$ cat config.mk
export PLATFORM = sky130hd
export DESIGN_NAME = sec_timebase
export DESIGN_NICKNAME = d
export VERILOG_FILES = /design/src/rtl/sec_timebase_pkg.sv /design/src/rtl/tb_subsec_cnt.sv /design/src/rtl/tb_sec_cnt.sv /design/src/rtl/sec_timebase.sv
export SDC_FILE = /design/constraint.sdc
export NUM_CORES = 1
export LEC_CHECK = 0
export BUFFER_PORTS_ARGS = -buffer_cell sky130_fd_sc_hd__buf_2
export CORE_ASPECT_RATIO = 2
export CORE_MARGIN = 1
export CORE_UTILIZATION = 40
export DETAILED_ROUTE_END_ITERATION = 12
export GPL_TIMING_DRIVEN = 0
export PLACE_DENSITY = 0.73
export SLEW_MARGIN = 20
export SYNTH_ARGS = -nofsm -noshare
export SYNTH_HDL_FRONTEND = slang
export SYNTH_SLANG_ARGS = --single-unit
export TNS_END_PERCENT = 10
$ cat constraint.sdc
create_clock -name clk -period 6 [get_ports clk]
set_input_delay 0.3 -clock clk [delete_from_list [all_inputs] [get_ports clk]]
set_output_delay 0.3 -clock clk [all_outputs]
set_load 0.01 [all_outputs]
$ cat src/rtl/sec_timebase_pkg.sv
package sec_timebase_pkg;

  localparam int unsigned CNT_W = 32;

  typedef logic [CNT_W-1:0] cnt_t;

  typedef struct packed {
    logic carry;
    cnt_t val;
  } adv_t;

  // next sub-second value for one strobe, with wrap flag
  function automatic adv_t sub_advance(cnt_t cur, cnt_t step, cnt_t wrap);
    adv_t r;
    logic [CNT_W:0] sum;
    sum = {1'b0, cur} + {1'b0, step};
    if (sum >= {1'b0, wrap}) begin
      r.carry = 1'b1;
      r.val   = '0;
    end else begin
      r.carry = 1'b0;
      r.val   = sum[CNT_W-1:0];
    end
    return r;
  endfunction

  // align a preload value to the step and clamp out-of-range to zero
  function automatic cnt_t align_load(cnt_t v, cnt_t step, cnt_t wrap);
    cnt_t a;
    a = v & ~(step - cnt_t'(1));
    return (a >= wrap) ? '0 : a;
  endfunction

endpackage

$ cat src/rtl/tb_subsec_cnt.sv
module tb_subsec_cnt
  import sec_timebase_pkg::*;
#(
  parameter int unsigned STEP = 16,
  parameter int unsigned WRAP = 25_000_000
) (
  input  logic clk,
  input  logic rst_n,
  input  logic tick,
  input  logic ld,
  input  cnt_t ld_val,
  output cnt_t sub_q,
  output logic wrap_o
);

  localparam cnt_t STEP_C = cnt_t'(STEP);
  localparam cnt_t WRAP_C = cnt_t'(WRAP);

  adv_t adv;
  cnt_t ld_aligned;

  always_comb begin
    adv        = sub_advance(sub_q, STEP_C, WRAP_C);
    ld_aligned = align_load(ld_val, STEP_C, WRAP_C);
    wrap_o     = tick & ~ld & adv.carry;
  end

  always_ff @(posedge clk) begin
    if (!rst_n)    sub_q <= '0;
    else if (ld)   sub_q <= ld_aligned;
    else if (tick) sub_q <= adv.val;
  end

endmodule

$ cat src/rtl/tb_sec_cnt.sv
module tb_sec_cnt
  import sec_timebase_pkg::*;
(
  input  logic clk,
  input  logic rst_n,
  input  logic inc,
  output cnt_t sec_q
);

  always_ff @(posedge clk) begin
    if (!rst_n)   sec_q <= '0;
    else if (inc) sec_q <= sec_q + cnt_t'(1);
  end

endmodule

$ cat src/rtl/sec_timebase.sv
module sec_timebase
  import sec_timebase_pkg::*;
#(
  parameter int unsigned STEP = 16,
  parameter int unsigned WRAP = 25_000_000
) (
  input  logic        clk,
  input  logic        rst_n,
  input  logic        tick,
  input  logic        preload_en,
  input  logic [31:0] preload_val,
  output logic [31:0] subsec_o,
  output logic [31:0] seconds_o
);

  // one-cycle event: sub-second counter rolls over this edge
  logic wrap_evt;
  cnt_t sub_q;
  cnt_t sec_q;

  tb_subsec_cnt #(.STEP(STEP), .WRAP(WRAP)) u_sub (
    .clk    (clk),
    .rst_n  (rst_n),
    .tick   (tick),
    .ld     (preload_en),
    .ld_val (preload_val),
    .sub_q  (sub_q),
    .wrap_o (wrap_evt)
  );

  tb_sec_cnt u_sec (
    .clk   (clk),
    .rst_n (rst_n),
    .inc   (wrap_evt),
    .sec_q (sec_q)
  );

  assign subsec_o  = sub_q;
  assign seconds_o = sec_q;

endmodule

==> impl_metrics.env <==
export IMPL_worstPathArrival_ps=3990
export IMPL_required_ps=6230
export IMPL_ant_nets=0
export IMPL_synth_area_leaders="dfxtp_1, nand2_1, a21oi_1, and3_1, o21ai_0"
export IMPL_die_area_mm2=0.0101
export IMPL_globalplace_congestion=0.977
export IMPL_numCtsBuffers=9
export IMPL_grt_pass1_wl_um=20500
export IMPL_stdcell_count=691
export IMPL_overflow=0
export IMPL_path_max_fanout=10
export IMPL_grt_usage_pct=26.2
export IMPL_cap_violations=0
export IMPL_pin_count=100
export IMPL_criticalPathCategory="reg -> reg"
export IMPL_r2r_cells=11
export IMPL_die_x_um=71.7
export IMPL_yosys_warnings=0
export IMPL_start_kind="register"
export IMPL_drv_slew=0
export IMPL_r2r_slack_ps=2240
export IMPL_antenna_found_initial=0
export IMPL_cp_end_kind="register"
export IMPL_clkLatencyLatePin_ps=330
export IMPL_core_area_mm2=0.00938
export IMPL_regToRegEndpoint="u_sub.sub_q[7]$_SDFFE_PN0P_"
export IMPL_timing_fmax_mhz=266
export IMPL_die_h_um=141
export IMPL_worst_pin_slew_ps=823
export IMPL_clkSinkCount=60
export IMPL_critPathCapture="u_sub.sub_q[7]$_SDFFE_PN0P_"
export IMPL_regToRegStartpoint="u_sub.sub_q[4]$_SDFFE_PN0P_"
export IMPL_yosysSeqAreaShare_pct=30.9
export IMPL_p_leak_nw=1.94
export IMPL_p_per_area_mw_per_mm2=208
export IMPL_finalHoldViolations=0
export IMPL_root_buffer="clkbuf_16"
export IMPL_yosysMostFrequentCell="dfxtp_1"
export IMPL_async_flop_share_pct=0
export IMPL_synth_ff_type="dfxtp_1"
export IMPL_io_buffers=91
export IMPL_dp_cells=675
export IMPL_synth_edf_count=0
export IMPL_nets=620
export IMPL_grt_pass1_vias=4153
export IMPL_antenna_cells=0
export IMPL_synth_area_mm2=0.00388
export IMPL_status="finished clean"
export IMPL_num_rows=50
export IMPL_start_util_pct=41.4
export IMPL_cts_tree="yes"
export IMPL_grt_max_degree=11
export IMPL_synth_top_cell_by_area="dfxtp_1"
export IMPL_synth_top_area_share_pct=30.9
export IMPL_worst_clock_skew_ps=7.74
export IMPL_place_hpwl_um=9780
export IMPL_ctsHoldBuffers=0
export IMPL_num_vias=4276
export IMPL_htreeDepth=3
export IMPL_path_clk_slew_ps=50
export IMPL_cts_resized=0
export IMPL_wire_per_inst_um=18.4
export IMPL_relSlewSlack_pct=44.4
export IMPL_drc_errors=0
export IMPL_dr_pass1_iters=5
export IMPL_drive_gt1_share_pct=24.5
export IMPL_via_per_inst=6.19
export IMPL_ir_worst_vdd_uv=144
export IMPL_ys_ff_latch=60
export IMPL_synth_common_cells="dfxtp_1, nand2_1, a21oi_1"
export IMPL_syn_to_final_growth_pct=23.7
export IMPL_fin_crit_sh_pct=62.7
export IMPL_post_cts_buffers=0
export IMPL_hp_class="in -> reg"
export IMPL_synth_avg_cell_area_um2=8.14
export IMPL_tns_ps=0
export IMPL_setup_violations=0
export IMPL_postSynthCellCount=477
export IMPL_wl_um=12700
export IMPL_post_route_min_period_ps=3760
export IMPL_rsz0062_at_grt="false"
export IMPL_cts_buffer_depth=2
export IMPL_crit_start="u_sub.sub_q[4]$_SDFFE_PN0P_"
export IMPL_drt_initial_drc_count=309
export IMPL_ys_types=73
worst min path at each step:
stage | from | slack (ps) | cells after the start | endpoint
after global routing | preload_val[17] | 200 | 3 | u_sub.sub_q[17]$_SDFFE_PN0P_
after detailed placement | u_sec.sec_q[31]$_SDFFE_PN0P_ | 490 | 2 | u_sec.sec_q[31]$_SDFFE_PN0P_
final | preload_val[21] | 190 | 3 | u_sub.sub_q[21]$_SDFFE_PN0P_
after CTS | preload_val[21] | 180 | 3 | u_sub.sub_q[21]$_SDFFE_PN0P_
after floorplan | preload_val[15] | 420 | 2 | u_sub.sub_q[15]$_SDFFE_PN0P_
after global placement | u_sec.sec_q[31]$_SDFFE_PN0P_ | 470 | 2 | u_sec.sec_q[31]$_SDFFE_PN0P_
cell families (layout without fill, tap and decap cells):
| group | count (synthesis) | count (layout) | synth area share (%) |
|---|---|---|---|
| buffers and inverters | 42 | 149 | 5.99 |
| xor gates and xnor gates | 10 | 10 | 2.25 |
| adders and majority gates | 2 | 2 | 0.644 |
| other | 1 | 4 | 0.0965 |
| AOI/OAI and AO/OA | 132 | 132 | 24.1 |
| and+or+nand+nor | 223 | 223 | 34.1 |
| DFF | 60 | 60 | 30.9 |
| muxes | 7 | 7 | 1.90 |
worst max-delay path, stage by stage (launching register included):
cell      delay (ps)
dfxtp_1          500
ha_1             350
nand3_2          200
buf_2            250
nor3_1           430
a211oi_1         160
a211oi_2         420
a211oi_4         180
nor3_4           450
buf_6            220
nand3_2          160
o311ai_1         330
stage by stage:
stage	area [µm²]	total power [mW]	worst slack (ps)	utilization [%]	hold slack, ps
after floorplan	3900	0.431	2970	-	416
after global placement	4480	0.456	2360	47.8	465
after detailed placement	4480	0.457	2300	47.8	489
after CTS	4800	1.01	2290	51.2	184
after global routing	4800	1.03	1900	51.2	204
final	4800	0.999	2240	51.2	191
flip-flops by register name (all words and copies together), names as in the netlist:
name         count
u_sec.sec_q     32
u_sub.sub_q     28
metal layers:
layer  part of all wire, %  GRT usage [%]
met1                    36           27.2
met2                    54           47.3
met3                   6.2           4.83
met4                   4.3           16.0
met5                     0              0
where the power goes:
| part | total, mW | switching (mW) | leakage [nW] | internal (mW) |
|---|---|---|---|---|
| sequential | 0.401 | 0.00143 | 0.483 | 0.399 |
| combinational | 0.0485 | 0.0319 | 1.30 | 0.0165 |
| clock | 0.549 | 0.184 | 0.158 | 0.366 |
final cells by class:
| cell class | count | area, µm² |
|---|---|---|
| fill | 928 | 4580 |
| inverter | 10 | 37.5 |
| timing repair buffer | 91 | 455 |
| tap | 104 | 130 |
| clock buffer | 13 | 280 |
| buffer | 32 | 195 |
| sequential | 60 | 1200 |
| clock inverter | 3 | 42.5 |
| multi-input combinational | 378 | 2460 |
cells in the final DEF, fill, tap and decap left out, types with 12 or more instances in the layout:
master and n:
nand3_1 20, dfxtp_1 60, nor2_1 23, or3_1 18
clkbuf_1 16, nand2_1 50, a21oi_1 35, buf_2 94
o21ai_0 23, and3_1 25, nand4_1 12
Note: power is estimated with default switching activity, not from simulation.
